<file path="src/rtl/route_tcam_pkg.sv">
package route_tcam_pkg;
  localparam int HOP_BITS = 3;
  localparam int HOP_COUNT = 6;

  typedef enum logic [HOP_BITS-1:0] {
    HOP_LOCAL = 3'd0,
    HOP_NORTH = 3'd1,
    HOP_EAST  = 3'd2,
    HOP_SOUTH = 3'd3,
    HOP_WEST  = 3'd4
  } hop_e;
endpackage

</file>
<file path="src/rtl/tcam_entry_bank.sv">
module tcam_entry_bank #(
  parameter int ENTRIES = 8,
  parameter int ADDR_W  = 32,
  localparam int IDX_W  = $clog2(ENTRIES),
  localparam int LEN_W  = $clog2(ADDR_W + 1)
) (
  input  logic                            clk,
  input  logic                            rst_n,
  input  logic                            wr_en,
  input  logic [IDX_W-1:0]                wr_idx,
  input  logic                            wr_valid,
  input  logic [ADDR_W-1:0]               wr_key,
  input  logic [ADDR_W-1:0]               wr_care,
  input  logic [ADDR_W-1:0]               look_addr,
  output logic [ENTRIES-1:0]              match,
  output logic [ENTRIES-1:0][LEN_W-1:0]   plen
);
  for (genvar g = 0; g < ENTRIES; g++) begin : g_ent
    logic              ent_vld;
    logic [ADDR_W-1:0] ent_key;
    logic [ADDR_W-1:0] ent_care;

    always_ff @(posedge clk) begin
      if (!rst_n) begin
        ent_vld  <= 1'b0;
        ent_key  <= '0;
        ent_care <= '0;
      end else if (wr_en && wr_idx == IDX_W'(g)) begin
        ent_vld  <= wr_valid;
        ent_key  <= wr_key;
        ent_care <= wr_care;
      end
    end

    // A bit mismatches only where the mask asks for a comparison.
    assign match[g] = ent_vld && (((look_addr ^ ent_key) & ent_care) == '0);
    assign plen[g]  = LEN_W'($countones(ent_care));
  end
endmodule

</file>
<file path="src/rtl/tcam_prefix_select.sv">
module tcam_prefix_select #(
  parameter int ENTRIES = 8,
  parameter int LEN_W   = 6
) (
  input  logic [ENTRIES-1:0]            match,
  input  logic [ENTRIES-1:0][LEN_W-1:0] plen,
  output logic [ENTRIES-1:0]            winner
);
  always_comb begin
    logic             found;
    logic [LEN_W-1:0] best;
    found  = 1'b0;
    best   = '0;
    winner = '0;
    // Ascending scan with strict greater-than keeps the lowest index on ties.
    for (int i = 0; i < ENTRIES; i++) begin
      if (match[i] && (!found || plen[i] > best)) begin
        found  = 1'b1;
        best   = plen[i];
        winner = '0;
        winner[i] = 1'b1;
      end
    end
  end
endmodule

</file>
<file path="src/rtl/onehot_to_index.sv">
module onehot_to_index #(
  parameter int N = 8,
  localparam int W = $clog2(N)
) (
  input  logic [N-1:0] onehot,
  output logic         any,
  output logic [W-1:0] index
);
  always_comb begin
    index = '0;
    for (int i = 0; i < N; i++) begin
      if (onehot[i]) index = index | W'(i);
    end
  end
  assign any = |onehot;
endmodule

</file>
<file path="src/rtl/route_store.sv">
module route_store #(
  parameter int DEPTH   = 8,
  parameter int WORD_W  = 18,
  localparam int IDX_W  = $clog2(DEPTH)
) (
  input  logic              clk,
  input  logic              rst_n,
  input  logic              wr_en,
  input  logic [IDX_W-1:0]  wr_idx,
  input  logic [WORD_W-1:0] wr_data,
  input  logic [IDX_W-1:0]  rd_idx,
  output logic [WORD_W-1:0] rd_data
);
  logic [WORD_W-1:0] mem [DEPTH];

  always_ff @(posedge clk) begin
    if (!rst_n) begin
      for (int i = 0; i < DEPTH; i++) mem[i] <= '0;
    end else if (wr_en) begin
      mem[wr_idx] <= wr_data;
    end
  end

  assign rd_data = mem[rd_idx];
endmodule

</file>
<file path="src/rtl/route_tcam.sv">
module route_tcam
  import route_tcam_pkg::*;
#(
  parameter int ENTRIES  = 8,
  parameter int ADDR_W   = 32,
  parameter int HOP_W    = HOP_BITS,
  parameter int HOPS     = HOP_COUNT,
  localparam int IDX_W   = $clog2(ENTRIES),
  localparam int LEN_W   = $clog2(ADDR_W + 1),
  localparam int ROUTE_W = HOP_W * HOPS
) (
  input  logic               clk,
  input  logic               rst_n,
  input  logic               cfg_we,
  input  logic [IDX_W-1:0]   cfg_idx,
  input  logic               cfg_valid,
  input  logic [ADDR_W-1:0]  cfg_key,
  input  logic [ADDR_W-1:0]  cfg_care,
  input  logic [ROUTE_W-1:0] cfg_route,
  input  logic               srch_valid,
  output logic               srch_ready,
  input  logic [ADDR_W-1:0]  srch_addr,
  output logic               res_valid,
  input  logic               res_ready,
  output logic               res_hit,
  output logic [IDX_W-1:0]   res_idx,
  output logic [ROUTE_W-1:0] res_route
);
  logic [ENTRIES-1:0]            match_lines;
  logic [ENTRIES-1:0][LEN_W-1:0] lens;
  logic [ENTRIES-1:0]            win_onehot;
  logic                          win_any;
  logic [IDX_W-1:0]              win_idx;
  logic [ROUTE_W-1:0]            win_route;
  logic                          accept;

  tcam_entry_bank #(.ENTRIES(ENTRIES), .ADDR_W(ADDR_W)) u_bank (
    .clk(clk), .rst_n(rst_n),
    .wr_en(cfg_we), .wr_idx(cfg_idx), .wr_valid(cfg_valid),
    .wr_key(cfg_key), .wr_care(cfg_care),
    .look_addr(srch_addr), .match(match_lines), .plen(lens)
  );

  tcam_prefix_select #(.ENTRIES(ENTRIES), .LEN_W(LEN_W)) u_sel (
    .match(match_lines), .plen(lens), .winner(win_onehot)
  );

  onehot_to_index #(.N(ENTRIES)) u_enc (
    .onehot(win_onehot), .any(win_any), .index(win_idx)
  );

  route_store #(.DEPTH(ENTRIES), .WORD_W(ROUTE_W)) u_rt (
    .clk(clk), .rst_n(rst_n),
    .wr_en(cfg_we), .wr_idx(cfg_idx), .wr_data(cfg_route),
    .rd_idx(win_idx), .rd_data(win_route)
  );

  assign srch_ready = !res_valid || res_ready;
  assign accept     = srch_valid && srch_ready;

  always_ff @(posedge clk) begin
    if (!rst_n) begin
      res_valid <= 1'b0;
      res_hit   <= 1'b0;
      res_idx   <= '0;
      res_route <= '0;
    end else if (accept) begin
      res_valid <= 1'b1;
      res_hit   <= win_any;
      res_idx   <= win_any ? win_idx : '0;
      res_route <= win_any ? win_route : '0;
    end else if (res_ready) begin
      res_valid <= 1'b0;
    end
  end
endmodule

</file>
<file path="config.mk">
export PLATFORM = sky130hd
export DESIGN_NAME = route_tcam
export DESIGN_NICKNAME = d
export VERILOG_FILES = /design/src/rtl/route_tcam_pkg.sv /design/src/rtl/tcam_entry_bank.sv /design/src/rtl/tcam_prefix_select.sv /design/src/rtl/onehot_to_index.sv /design/src/rtl/route_store.sv /design/src/rtl/route_tcam.sv
export SDC_FILE = /design/constraint.sdc
export NUM_CORES = 2
export LEC_CHECK = 0
export BUFFER_PORTS_ARGS = -buffer_cell sky130_fd_sc_hd__buf_4
export CORE_MARGIN = 2
export CORE_UTILIZATION = 59
export DETAILED_ROUTE_END_ITERATION = 7
export PLACE_DENSITY = 0.79
export SLEW_MARGIN = 20
export SYNTH_ARGS = -nofsm -noshare
export SYNTH_HDL_FRONTEND = slang
export SYNTH_HIERARCHICAL = 1
export SYNTH_SLANG_ARGS = --single-unit
</file>
<file path="constraint.sdc">
create_clock -name clk -period 27.6 [get_ports clk]
set_input_delay 5.52 -clock clk [delete_from_list [all_inputs] [get_ports clk]]
set_output_delay 5.52 -clock clk [all_outputs]
set_load 0.03 [all_outputs]
</file>
== After elaboration in Yosys (flattened, before gate mapping) ==
Memory sizes are Yosys's and may differ from the RTL's.
Cells that the tools add are included.

* Bits in registers: 543
* Memory bits (writable): 144
* Memories: 1

{| class="wikitable"
|+ Memory list
! name !! words !! bits a word !! read ports !! clocked after Yosys merged registers in !! write ports !! line !! source
|-
| u_rt.mem || 8 || 18 || 1 || 0 || 8 || route_store.sv:14 || <nowiki>logic [WORD_W-1:0] mem [DEPTH];</nowiki>
|}

* $add $sub $neg: 248
* Order comparisons: 7
* Eq/ne operators: 7
* Mux-type cells: 40
* Bitwise logic cells: 16
* Reductions and logical operators: 52

{| class="wikitable"
|+ Operator list
! cell !! number
|-
| adder 6 bit || 120
|-
| adder 1 x 1 -> 2 bit || 128
|-
| AND 32 bit || 8
|-
| logical NOT 32 bit || 8
|-
| bitwise XOR 32 bit || 8
|-
| 2-to-1 mux 8 bit || 7
|-
| > comparator 6 bit || 7
|-
| 2-to-1 mux 6 bit || 7
|-
| 2-to-1 mux 18 bit || 2
|-
| logical AND 1 bit || 24
|-
| 2-to-1 mux 3 bit || 6
|-
| OR reduction 18 bit || 1
|-
| 2-to-1 mux 1 bit || 16
|-
| equality test 3 bit, second input constant || 4
|-
| logical NOT 1 bit || 8
|-
| logical OR 1 bit || 8
|-
| OR reduction 8 bit || 1
|-
| equality test 3 x 2 -> 1 bit, second input constant || 2
|-
| 2-to-1 mux 2 bit || 2
|-
| equality test 3 x 1 -> 1 bit, second input constant || 1
|-
| logical NOT 3 bit || 1
|-
| nonzero test 2 bit || 1
|}

== Depth between registers and ports, before layout ==
An unclocked memory read counts as a cell.

* Depth after elaboration: 43
* Mapped depth: 75
* Gate-level depth less buffers: 69

== Cells and area by module ==
Netlist, hierarchy kept.

{| class="wikitable"
|+ By module, submodules not included
! module !! instances !! cells each !! area each (um^2)
|-
| tcam_entry_bank || 1 || 3,474 || 29,458.3
|-
| route_store || 1 || 417 || 6,533.8
|-
| tcam_prefix_select || 1 || 255 || 1,805.5
|-
| route_tcam || 1 || 102 || 973.4
|-
| onehot_to_index || 1 || 5 || 48.8
|}

== Worst setup path after synthesis ==
No wires, ideal clock.

* Path kind: input-to-reg
* From: input port srch_addr[31]
* To: register res_route[2]
* Library setup time: 0.120 ns
* Arrival: 18.495 ns
* Path slack: 8.986 ns
* Stages: 62
* Path buffers: 11
* Path through: clkbuf_1 > xor2_1 > a222oi_1 > nand4_1 > nor4_1 > buf_2 > nand2_1 > ha_1 > a211o_1 > buf_6 > o311a_1 > nor3_1 > ha_1 > and4_1 > o21a_1 > o31a_2 > o41ai_2 > ha_1 > (+26 left out) > clkbuf_1 > nor2_1 > a31o_1 > ha_1 > nand3_1 > o21bai_1 > a21oi_1 > o21a_1 > or2_2 > clkbuf_1 > nor2_1 > or4_2 > buf_6 > buf_6 > mux4_1 > mux2_2 > nand3_1 > mux2i_1

{| class="wikitable"
|+ RTL lines
! what !! line !! source
|-
| start, declared || route_tcam.sv:22 || <nowiki>input logic [ADDR_W-1:0] srch_addr,</nowiki>
|-
| bitwise XOR 32 bit * || tcam_entry_bank.sv:36 || <nowiki>assign match[g] = ent_vld && (((look_addr ^ ent_key) & ent_care) == '0);</nowiki>
|-
| AND 32 bit * || tcam_entry_bank.sv:36 ||
|-
| logical NOT 32 bit * || tcam_entry_bank.sv:36 ||
|-
| logical AND 1 bit * || tcam_entry_bank.sv:36 ||
|-
| named net match_lines[0] || route_tcam.sv:29 || <nowiki>logic [ENTRIES-1:0] match_lines;</nowiki>
|-
| 2-to-1 mux 6 bit or 2-to-1 mux 1 bit (tied branches) || tcam_prefix_select.sv:17 || <nowiki>if (match[i] && (!found || plen[i] > best)) begin</nowiki>
|-
| > comparator 6 bit or logical NOT 1 bit (tied branches) || tcam_prefix_select.sv:17 ||
|-
| logical OR 1 bit || tcam_prefix_select.sv:17 ||
|-
| (+24 left out) || - ||
|-
| logical AND 1 bit || tcam_prefix_select.sv:17 ||
|-
| 2-to-1 mux 8 bit * || tcam_prefix_select.sv:17 ||
|-
| named net win_onehot[7] || route_tcam.sv:31 || <nowiki>logic [ENTRIES-1:0] win_onehot;</nowiki>
|-
| 2-to-1 mux 3 bit * || onehot_to_index.sv:12 || <nowiki>if (onehot[i]) index = index | W'(i);</nowiki>
|-
| named net win_idx[0] || route_tcam.sv:33 || <nowiki>logic [IDX_W-1:0] win_idx;</nowiki>
|-
| memory read (8 x 18 bit) * || - ||
|-
| named net win_route[2] || route_tcam.sv:34 || <nowiki>logic [ROUTE_W-1:0] win_route;</nowiki>
|-
| 2-to-1 mux 18 bit * || route_tcam.sv:71 || <nowiki>res_route <= win_any ? win_route : '0;</nowiki>
|-
| end signal, assigned || route_tcam.sv:71 ||
|-
| end, declared || route_tcam.sv:27 || <nowiki>output logic [ROUTE_W-1:0] res_route</nowiki>
|}

The timed path passes the listed nets; every way through them passes the cells marked *.
A chain may end at the register's enable or synchronous reset.

== Worst setup path after layout ==
* From: input port srch_addr[0]
* To: register res_route[17]

The elaborated chain is that of the path after synthesis.

==> out/results.txt <==
CTS root buf = clkbuf_16
DR WL/cell = 24.5 um
worst path arrival time = 20.87 ns
GRT Overall Usage = 36.5%
Psw = 687 uW
Comb power frac = 15.0%
Yosys top cell area share = 28.0%
critical path class = in2reg
final setup vio count = 0
CP bufs+invs = 3
worst slew pin tran = 1.18 ns
Initial Util = 59.4%
top layer in use = met4
Area Growth Syn to Fin = 9.18%
ys flop type = dfxtp_1
HPWL after detailed placement = 86600 um
Setup Fix Bufs, Post-CTS = 0
layout cells sized above 1 = 8.72%
I/O pins = 147
first-pass GRT wire length = 183000 um
Die Height = 261 um
Synth area leader = dfxtp_1
CP max FO = 37
TritonCTS Buffers = 75
NumNets Final = 4595
initial antenna violation count = 12
Peak Freq = 49.1 MHz
Overflow after GRT = 0
final wirelength = 125000 um
vias in the first global route = 29800
PwrDens = 58.3 mW/mm^2
asr flop ratio synth = 0%
clk_lat worst skew = 0.64 ns
distinct cell type count after synthesis = 63
RSZ-0062 raised after global routing = no
port bufs = 146
CP delay by family, top = compound AO/OA/AOI/OAI gates
met3 wire length = 13800 um
CTS Hold Bufs = 0
synth warn = 6
cell count after synthesis = 4253
Vias per Instance = 6.08
CP dominant cell by count = ha_1
Tmin final = 20.37 ns
WHS = 0.455 ns
die area = 0.0679 mm^2
Tcrit/Tclk final = 73.8%
sequential share of the synthesized area = 39.1%
Peak VDD IR = 0.0500 mV
Die W = 261 um
Syn Area/Cell = 9.13 um^2
drt pass-1 iters = 6
status = finished, final reports clean
Slew Limit Fails = 0
Flop pwr share = 43.4%
clk buf depth = 3
Mapped Area = 0.0388 mm^2
critical path's slowest cell = or4_2
post-synth net total = 4666
CP startpoint kind = input port
DRC = 0
Pleak = 16.5 nW
Final Hold Vio Count = 0
Internal Pwr Total = 1.78 mW
initial drt markers = 3887
CP required = 28.10 ns
H-tree Lvls = 3
Sw Share = 27.8%
Sink Count = 687
Vias = 31100
Worst setup EP type = flip-flop
WL met1 = 46800 um
post-cts sizing count = 0
Fin Setup TNS = 0 ns
Row Count = 94
relative slew slack = 21.4%
number of enable flip-flop cells after synthesis = 144
gpl congestion = 0.988
met2 WL = 55100 um
maximum number of pins on one net before global-route repair = 261
HP Class = reg2reg
Reg2Reg Setup Slack = 8.90 ns
MaxCap Viol Count = 0
worst clock skew = 0.0339 ns
core outline area = 0.0654 mm^2
Power Total = 2.47 mW
top post-synthesis cells by area = dfxtp_1 (28%), edfxtp_1 (11%), nand2_1 (11%), fa_1 (9.9%), a21boi_1 (7.8%)
Synth Register Bits = 687
Clk pin slew, worst setup/hold paths = 0.06 ns
Clock power frac = 41.6%
slowest stage delay, CP = 0.96 ns
antenna-violating nets left = 0
CTS tree = done
-- cell type report --
| class | count | area [um^2] |
|---|---|---|
| Clock inverter | 29 | 337 |
| Timing Repair Buffer | 184 | 1400 |
| Inverter | 394 | 1480 |
| Sequential cell | 687 | 15200 |
| Antenna cell | 11 | 27.5 |
| Fill cell | 5283 | 23000 |
| Clock buffer | 109 | 2190 |
| Multi-Input combinational cell | 2840 | 20700 |
| Tap cell | 864 | 1080 |
-- logic make-up (layout without fill, tap and decap cells) --
logic type	Yosys count	in the layout	synth area share, %
AND/OR/NAND/NOR	1415	1415	14.9
AO/OA/AOI/OAI	778	778	15.0
XOR/XNOR	280	280	6.32
flip-flops	687	687	39.1
other	0	11	0
buffers and inverters	726	716	7.97
multiplexers	77	77	3.56
adder cells (fa/ha/maj)	290	290	13.1
-- per-stage QoR --
step	worst slack (ns)	cell area (um^2)	utilization, %	cells
global placement	6.45	39800	60.9	4968
CTS	6.90	42300	64.8	5106
floorplan	8.99	38800	-	4253
finish	7.23	42400	64.8	5118
detailed placement	6.28	39800	60.9	4968
global route	6.22	42400	64.8	5118
-- placed cells by master (no fill, tap or decap), drive strengths merged, types with 110 or more instances in the layout --
cell type / netlist / layout
nand2: 1100 / 1100
dfxtp: 543 / 543
a21boi: 523 / 523
inv: 376 / 380
xor2: 209 / 209
fa: 192 / 192
buf: 218 / 183
nor3: 156 / 156
edfxtp: 144 / 144
clkbuf: 114 / 110
-- metal layers --
metal	vias up	GRT usage, %
met3	447	7.04
met2	1829	54.8
met1	15100	47.8
met4	0	25.5
met5	-	0
li1	13800	-
-- cells in the mapped netlist (22+ instances only) --
library cell / number
a21boi_0: 122
a21boi_1: 401
a21oi_1: 26
a221oi_1: 26
a22oi_1: 61
buf_2: 169
buf_4: 27
clkbuf_1: 112
dfxtp_1: 543
edfxtp_1: 144
fa_1: 192
ha_1: 98
inv_1: 375
mux2i_1: 22
mux4_1: 36
nand2_1: 1099
nand3_1: 51
nor2_1: 31
nor3_1: 156
o21a_1: 22
o22ai_1: 29
xnor2_1: 71
xor2_1: 209
-- flip-flops by register name, indices dropped and copies added, names as in the netlist --
register,count
u_rt/mem,144
res_route,18
res_hit,1
u_bank/g_ent.ent_care,256
res_idx,3
u_bank/g_ent.ent_vld,8
res_valid,1
u_bank/g_ent.ent_key,256
-- worst min-delay path, delay by kind of cell (launching register included) --
kind	cells	cell delay, ns
DFF	1	0.31
and+or+nand+nor	1	0.05
AOI/OAI and AO/OA	1	0.05
-- worst paths after layout --
path | cells past startpoint | startpoint | to
hold reg to reg | 2 | u_bank/g_ent[1].ent_care[27]$_SDFFE_PN0P_ | u_bank/g_ent[1].ent_care[27]$_SDFFE_PN0P_
setup reg to reg | 64 | u_bank/g_ent[1].ent_care[21]$_SDFFE_PN0P_ | res_route[17]$_SDFFE_PN0P_
setup / recovery | 59 | srch_addr[0] | res_route[17]$_SDFFE_PN0P_
hold / removal | 2 | u_bank/g_ent[1].ent_care[27]$_SDFFE_PN0P_ | u_bank/g_ent[1].ent_care[27]$_SDFFE_PN0P_
-- power by group through the flow --
| stage | sequential (mW) | combinational (mW) | clock (mW) |
|---|---|---|---|
| floorplan | 1.09 | 0.233 | 0 |
| global placement | 1.09 | 0.351 | 0 |
| detailed placement | 1.09 | 0.355 | 0 |
| CTS | 1.07 | 0.358 | 1.03 |
| global route | 1.08 | 0.394 | 1.07 |
| finish | 1.07 | 0.370 | 1.03 |
Power figures use the tool's default switching activity.
